--- src/rtl/fsg_pkg.sv ---
package fsg_pkg;
    typedef enum logic {
        ST_HEAD = 1'b0,
        ST_BODY = 1'b1
    } frame_state_t;

    localparam int ADDR_FRAME_LEN = 0;
    localparam int ADDR_CH_BASE   = 1;
endpackage

--- src/rtl/fsg_frame_fsm.sv ---
module fsg_frame_fsm
    import fsg_pkg::*;
#(
    parameter int FC_W = 8
) (
    input  logic            clk,
    input  logic            rst,
    input  logic [FC_W-1:0] frame_len,
    output logic [FC_W-1:0] pos,
    output logic            wrap,
    output logic            start_o
);
    frame_state_t    st_q, st_d;
    logic [FC_W-1:0] cnt_q, cnt_d;
    logic            start_q;

    always_comb begin
        st_d  = st_q;
        cnt_d = cnt_q + 1'b1;
        wrap  = 1'b0;
        unique case (st_q)
            ST_HEAD: st_d = ST_BODY;
            ST_BODY: begin
                if (cnt_q == frame_len) begin
                    st_d  = ST_HEAD;
                    cnt_d = '0;
                    wrap  = 1'b1;
                end
            end
        endcase
    end

    always_ff @(posedge clk) begin
        if (rst) begin
            st_q  <= ST_HEAD;
            cnt_q <= '0;
        end else begin
            st_q  <= st_d;
            cnt_q <= cnt_d;
        end
    end

    always_ff @(posedge clk) begin
        if (rst) start_q <= 1'b0;
        else     start_q <= (st_q == ST_HEAD);
    end

    assign pos     = cnt_q;
    assign start_o = start_q;
endmodule

--- src/rtl/fsg_cfg_regs.sv ---
module fsg_cfg_regs
    import fsg_pkg::*;
#(
    parameter int              NUM_CH  = 4,
    parameter int              FC_W    = 8,
    parameter int              DLY_W   = 4,
    parameter int              AW      = 3,
    parameter logic [FC_W-1:0] FC_RST  = FC_W'(17),
    parameter logic [DLY_W-1:0] DLY_RST = DLY_W'(1)
) (
    input  logic             clk,
    input  logic             rst,
    input  logic             wr_en,
    input  logic [AW-1:0]    wr_addr,
    input  logic [FC_W-1:0]  wr_data,
    input  logic             mode_in,
    input  logic             commit,
    output logic [FC_W-1:0]  act_len,
    output logic [DLY_W-1:0] act_dly [NUM_CH],
    output logic             act_pk
);
    logic [FC_W-1:0]  sh_len;
    logic [DLY_W-1:0] sh_dly [NUM_CH];

    always_ff @(posedge clk) begin
        if (rst) begin
            sh_len  <= FC_RST;
            act_len <= FC_RST;
            act_pk  <= 1'b1;
            for (int k = 0; k < NUM_CH; k++) begin
                sh_dly[k]  <= DLY_RST;
                act_dly[k] <= DLY_RST;
            end
        end else begin
            if (commit) begin
                act_len <= sh_len;
                act_pk  <= mode_in;
                for (int k = 0; k < NUM_CH; k++) act_dly[k] <= sh_dly[k];
            end
            if (wr_en) begin
                if (wr_addr == AW'(ADDR_FRAME_LEN)) sh_len <= wr_data;
                for (int k = 0; k < NUM_CH; k++) begin
                    if (wr_addr == AW'(ADDR_CH_BASE + k)) sh_dly[k] <= wr_data[DLY_W-1:0];
                end
            end
        end
    end
endmodule

--- src/rtl/fsg_slot_match.sv ---
module fsg_slot_match #(
    parameter int FC_W  = 8,
    parameter int DLY_W = 4
) (
    input  logic             clk,
    input  logic             rst,
    input  logic [FC_W-1:0]  pos,
    input  logic [DLY_W-1:0] dly,
    input  logic             packed_sel,
    output logic             strobe
);
    localparam int SLOT_W = DLY_W + 1;

    logic             in_win;
    logic [DLY_W-1:0] low;
    logic             hit_pk, hit_up;

    assign low    = pos[DLY_W-1:0];
    assign in_win = (pos[FC_W-1:SLOT_W] == '0);
    assign hit_pk = in_win && !pos[DLY_W] && (low == dly) && (dly != '1);
    assign hit_up = in_win && (low[DLY_W-1:1] == dly[DLY_W-1:1]) && !low[0];

    always_ff @(posedge clk) begin
        if (rst) strobe <= 1'b0;
        else     strobe <= packed_sel ? hit_pk : hit_up;
    end
endmodule

--- src/rtl/frame_strobe_gen.sv ---
module frame_strobe_gen #(
    parameter int NUM_CH  = 4,
    parameter int FC_W    = 8,
    parameter int DLY_W   = 4,
    parameter int AW      = 3,
    parameter int LEN_RST = 17,
    parameter int DLY_RST = 1
) (
    input  logic              clk,
    input  logic              rst,
    input  logic              wr_en,
    input  logic [AW-1:0]     wr_addr,
    input  logic [FC_W-1:0]   wr_data,
    input  logic              pack_mode,
    output logic [NUM_CH-1:0] strobe_o,
    output logic              start_o
);
    logic [FC_W-1:0]  frame_pos;
    logic             frame_wrap;
    logic [FC_W-1:0]  act_len;
    logic [DLY_W-1:0] act_dly [NUM_CH];
    logic             act_pk;

    fsg_frame_fsm #(.FC_W(FC_W)) u_fsm (
        .clk       (clk),
        .rst       (rst),
        .frame_len (act_len),
        .pos       (frame_pos),
        .wrap      (frame_wrap),
        .start_o   (start_o)
    );

    fsg_cfg_regs #(
        .NUM_CH  (NUM_CH),
        .FC_W    (FC_W),
        .DLY_W   (DLY_W),
        .AW      (AW),
        .FC_RST  (FC_W'(LEN_RST)),
        .DLY_RST (DLY_W'(DLY_RST))
    ) u_cfg (
        .clk     (clk),
        .rst     (rst),
        .wr_en   (wr_en),
        .wr_addr (wr_addr),
        .wr_data (wr_data),
        .mode_in (pack_mode),
        .commit  (frame_wrap),
        .act_len (act_len),
        .act_dly (act_dly),
        .act_pk  (act_pk)
    );

    for (genvar g = 0; g < NUM_CH; g++) begin : g_ch
        fsg_slot_match #(.FC_W(FC_W), .DLY_W(DLY_W)) u_match (
            .clk        (clk),
            .rst        (rst),
            .pos        (frame_pos),
            .dly        (act_dly[g]),
            .packed_sel (act_pk),
            .strobe     (strobe_o[g])
        );
    end
endmodule

--- config.mk ---
export PLATFORM = sky130hd
export DESIGN_NAME = frame_strobe_gen
export DESIGN_NICKNAME = d
export VERILOG_FILES = /design/src/rtl/fsg_pkg.sv /design/src/rtl/fsg_frame_fsm.sv /design/src/rtl/fsg_cfg_regs.sv /design/src/rtl/fsg_slot_match.sv /design/src/rtl/frame_strobe_gen.sv
export SDC_FILE = /design/constraint.sdc
export NUM_CORES = 1
export LEC_CHECK = 0
export ABC_AREA = 1
export BUFFER_PORTS_ARGS = -buffer_cell sky130_fd_sc_hd__buf_2
export CAP_MARGIN = 20
export CORE_AREA = 2 2 97 99
export CTS_CLUSTER_SIZE = 25
export DETAILED_ROUTE_END_ITERATION = 6
export DIE_AREA = 0 0 99 101
export SETUP_SLACK_MARGIN = 0.1
export SYNTH_ARGS = -nofsm -noshare
export SYNTH_HDL_FRONTEND = slang
export SYNTH_SLANG_ARGS = --single-unit
--- constraint.sdc ---
create_clock -name clk -period 1.7 [get_ports clk]
set_clock_uncertainty 0.05 [all_clocks]
set_input_delay 0.17 -clock clk [delete_from_list [all_inputs] [get_ports clk]]
set_output_delay 0.17 -clock clk [all_outputs]
set_load 0.005 [all_outputs]
# Word level (Yosys, flattened, before mapping)
# Memories as Yosys holds them, arrays and structs flattened. A register that Yosys moved wholly into a read port is not among the register bits.
# Cells that the tools add are included.
# word_totals
out_inout_bits	5
inputBits	15
ram_bits	16
register_bits	31
n_memories	1
elab_cells	88
# classes
add_sub_neg	1
bitwise_logic	5
eq_ne	17
n_reduce_logical	22
mux	32
# mem_list
memory	depth	word_bits	read_ports	rd_clocked_by_memory_dff	wr	line	rtl
u_cfg.sh_dly	4	4	4	4	4	fsg_cfg_regs.sv:23	logic [DLY_W-1:0] sh_dly [NUM_CH];
# op_table
operator	count
$mux W1	25
$logic_and A1 B1 Y1	17
$eq A4 B4 Y1	4
$mux W4	4
$mux W8	2
$ne A4 B4 Y1 const B	4
$eq A3 B3 Y1	4
$add A8 B1 Y8 const B	1
$eq A8 B8 Y1	1
$eq A3 B2 Y1 const B	2
$logic_not A3 Y1	2
$or A1 B1 Y1	4
$eq A3 B1 Y1 const B	1
$eq A3 B3 Y1 const B	1
$logic_not A1 Y1	2
$pmux W1 S2	1
$reduce_and A2 Y1	1
$not A1 Y1	1

# Logic depth before layout (Yosys ltp)
# depth
depth_word	6
ltp_mapped	11
depth_no_buf	9

# Modules after synthesis
# A second synthesis with hierarchy kept.
# unflattened
hier_cells	407
hier_area_um2	2932.8
# modules_own_cells
mod	cells_each	area_per_inst_um2	n_inst
fsg_cfg_regs	212	1846.8	1
fsg_frame_fsm	87	580.6	1
fsg_slot_match	27	126.4	4

# Least setup slack after synthesis
# No wires, ideal clock.
# synth_timing
path_kind	reg-to-reg
from	register u_fsm.cnt_q[1], in the netlist u_fsm.pos[1]
to	register u_cfg.act_len[6]
required_ns	1.537
stages_incl_launch_ff	12
path_slack_ns	0.297
period_less_slack_ns	1.403
setup_time_ns	0.113
arrival_ns	1.241
cell_sequence	dfxtp_1 > buf_6 > inv_4 > nand2_2 > nand2_1 > nor2_2 > nand2_2 > nor2_4 > buf_6 > nand3_1 > nand2_1 > nor2_1
# synth_via
elab_chain_len	3
# synth_rtl
element	line	rtl
start: declaration	fsg_frame_fsm.sv:14	logic [FC_W-1:0] cnt_q, cnt_d;
start signal: assignment	fsg_frame_fsm.sv:39	cnt_q <= cnt_d;
$eq A8 B8 Y1	fsg_frame_fsm.sv:24	if (cnt_q == frame_len) begin
$mux W1	fsg_frame_fsm.sv:24	
$mux W1	fsg_frame_fsm.sv:21	unique case (st_q)
end signal: assignment	fsg_cfg_regs.sv:36	act_len <= sh_len;
end: declaration	fsg_cfg_regs.sv:18	output logic [FC_W-1:0] act_len,
# No other way between the ends.
# A chain may end at the register's enable or synchronous reset.

# Final worst setup path
# layout_timing
from	register u_fsm.cnt_q[2], in the netlist u_fsm.pos[2]
to	register u_fsm.cnt_q[5], in the netlist u_fsm.pos[5]
# layout_via
elab_chain_len	3
# layout_rtl
element	line
$add A8 B1 Y8 or $eq A8 B8 Y1 (tied branches)	fsg_frame_fsm.sv:19, fsg_frame_fsm.sv:24
$mux W8	fsg_frame_fsm.sv:24
$mux W8 *	fsg_frame_fsm.sv:21
# Every way passes the cells marked *; elsewhere a longest branch is shown, timed or not.

==> results by group <==
Placed design
  • Area after DPL: 3160 µm²
  • RePlAce Congestion: between 0.8 and 0.9
  • HPWL Detailed: 4370 µm
  • Buffers on Ports: 19

Timing
  • Tmin final: approximately 1.5 ns
  • Relative slew slack: slightly above 70%
  • Slew Viols, Final: 0
  • Setup TNS Final: 0 ns
  • RSZ-0062 raised after global routing: true
  • Worst-Margin Slew: roughly 0.44 ns
  • Final setup vio count: 0
  • Final Hold Viols: 0
  • Max Freq: 652 MHz
  • Hold_ws: 0.0299 ns
  • Period utilization: ~90%

Final layout
  • Nets: between 400 and 500
  • Commonest cells after routing, fill and taps aside: nand2_1 (71), nor2_1 (67), inv_1 (49), nand3_1 (44), dfxtp_1 (44)
  • Fillers: approximately 900
  • Area of the multi-input gates: between 1000 and 1500 µm²
  • Final Util: 38.3%
  • Layout area overhead: 15.0%
  • Commonest non-fill, non-tap cell in the layout: nand2_1
  • Diodes inserted: 0
  • Share of cells above drive strength 1: 17.3%
  • Finished Cell Area: 3440 µm²
  • Register area: around 1400 µm²

Clock tree
  • Clk pin slew, worst setup/hold paths: 0.07 ns
  • CTS tree: yes
  • CTS H-Tree Depth: 3
  • Clk root buf: clkbuf_8
  • Worst-case clock buffer depth: 2
  • CTS buffer count: 9
  • Clk_lat worst skew: between 0.3 and 0.4 ns
  • Sink Count: 63

Setup path
  • CP max FO: 9
  • Required time of the critical path: approximately 1.9 ns
  • CP arrival: between 1.5 and 2 ns
  • Crit path launch type: flop
  • Crit Path Category: flop to flop
  • Worst Setup End Kind: flop

Die
  • Die ar.: ~10000 µm²
  • Die span in x: around 100 µm
  • Initial cell density of the core: around a third
  • I/O pin count: 20
  • Core area: ~9000 µm²
  • Die height: ~100 µm
  • FP Rows: 35

Drt
  • Met3 wire length: roughly 230 µm
  • Total number of vias: between 2000 and 2500
  • Antenna Nets Post-Route: 0
  • Detailed Routing Iterations Pass 1: 5
  • Met2 routed WL: between 2000 and 3000 µm
  • Drt wl/cell: around 12 µm
  • Vias/cell: ~4.4
  • Top Layer Used: met4
  • WL final: between 6000 and 7000 µm
  • Drc violations: 0
  • Initial DRC count: between 100 and 150
  • M1 wire length: a little under 3000 µm

Power
  • Pwr dens: between 900 and 1000 nW/µm²
  • Switch share: 22.6%
  • Clock power frac: 43.2%
  • Combinational fraction of design power: roughly 7.2%
  • Internal cell power: ~2.5 mW
  • Seq pwr share: approximately half
  • Leak pwr: roughly 1.5 nW
  • Sw Pwr: ~730 µW
  • VDD IR max: 0.322 mV

Yosys
  • YS warnings: 0
  • Sequential fraction of the synthesis area: 47.5%
  • Syn Nets: 402
  • Yosys cell types: 28
  • Mapped Area: ~3000 µm²
  • #FFs+latches synth: between 60 and 70
  • Syn Inst Count: just under 400
  • Avg Cell Area, Syn: a little under 8 µm²

Global routing
  • Largest net degree at the start of global routing: 23
  • Initial antenna violation count: 0
  • Vias in the first global route: approximately 2300
  • First-pass GRT wire length: 10700 µm
  • Gr ovfl total: 0
  • Gr usage total: a little over an eighth

Min path
  • Hold Crit Class: input pin to flop

Status
  • Status: finished, final reports clean

Job
  • Max cap viols: 0
-- Yosys cell counts --
cell	instances	area share (%)
nor2_1	67	8.4
buf_2	1	0.17
nand4_1	1	0.21
buf_6	9	3.4
nand2_1	71	8.9
inv_4	2	0.42
o2111ai_1	1	0.29
nand2_2	4	0.84
nor3_1	6	1.0
nand3_2	1	0.33
ha_1	1	0.42
nor2_2	7	1.5
nor2_4	2	0.75
o211ai_1	2	0.50
inv_2	4	0.50
buf_4	4	1.0
o21ai_1	1	0.17
o21ai_0	13	2.2
nand2_4	2	0.75
nand3_1	44	7.4
clkbuf_1	3	0.38
xnor2_1	10	2.9
edfxtp_1	16	16
nor3_4	1	0.54
dfxtp_1	47	31
a21oi_1	12	2.0
inv_1	49	6.1
xor2_1	5	1.5
-- sequential cells by signal, summed over array words and instances, names as in the netlist --
name                 count
u_cfg.act_dly           16
u_cfg.sh_dly            16
u_cfg.act_len            8
u_cfg.sh_len             8
u_fsm.pos                8
g_ch.u_match.strobe      4
u_cfg.act_pk             1
u_fsm.st_q               1
u_fsm.start_o            1
-- final timing paths --
check | start | end | slack (ns) | depth (start not counted)
setup reg to reg | u_fsm.pos[2] | u_fsm.pos[5] | 0.17 | 5
setup / recovery | u_fsm.pos[2] | u_fsm.pos[5] | 0.17 | 5
hold reg to reg | u_fsm.st_q | u_fsm.start_o | 0.39 | 1
hold / removal | wr_data[4] | u_cfg.sh_len[4] | 0.03 | 3
-- final cells by class --
cell class                 count  area share [%]
sequential                    63            41.4
tap                          111            4.03
timing repair buffer          31            6.54
multi-input combinational    252            35.9
inverter                      55            6.14
clock inverter                 4            2.04
clock buffer                  12            3.93
-- logic make-up after synthesis --
kind of cell / after synthesis / synth area share, %
AO/OA/AOI/OAI: 29 / 5.14
adder cells (fa/ha/maj): 1 / 0.418
buffers and inverters: 72 / 12.0
XOR/XNOR: 15 / 4.39
AND/OR/NAND/NOR: 206 / 30.6
flip-flops: 63 / 47.5
-- power groups by stage --
stage / Clock, mW / Combinational [mW] / Sequential (mW)
2_1_floorplan: 0 / 0.174 / 1.63
3_3_place_gp: 0 / 0.225 / 1.63
3_5_place_dp: 0 / 0.229 / 1.63
4_1_cts: 1.41 / 0.235 / 1.60
5_1_grt: 1.46 / 0.266 / 1.61
6_report: 1.39 / 0.233 / 1.60
-- worst max-delay path, cell delays in order (launching register included) --
cell	delay [ns]
dfxtp_1	0.39
buf_4	0.20
nand3_1	0.14
nor3_1	0.37
xor2_1	0.21
nor2_1	0.07
-- layer usage --
layer	global-route usage, %	vias to the layer above
li1	-	1258
met5	0	-
met1	16.4	1033
met3	2.08	11
met4	7.48	0
met2	22.6	42
-- repair_timing --
item	in CTS	in global routing
cloned	1	0
pin swaps	1	2
setup buffers	0	2
setup endpoints to repair	24	26
gates resized for setup	1	5
hold endpoints to repair	1	0
hold buffers	1	0
-- through the flow --
stage                     instances  setup WS (ns)  power, mW
after global placement          508          0.140       1.86
final                           528          0.165       3.23
after global routing            528         0.0829       3.33
after CTS                       526          0.179       3.25
after floorplan                 386          0.297       1.80
after detailed placement        508         0.0699       1.86
Note: power is estimated with default switching activity, not from simulation.
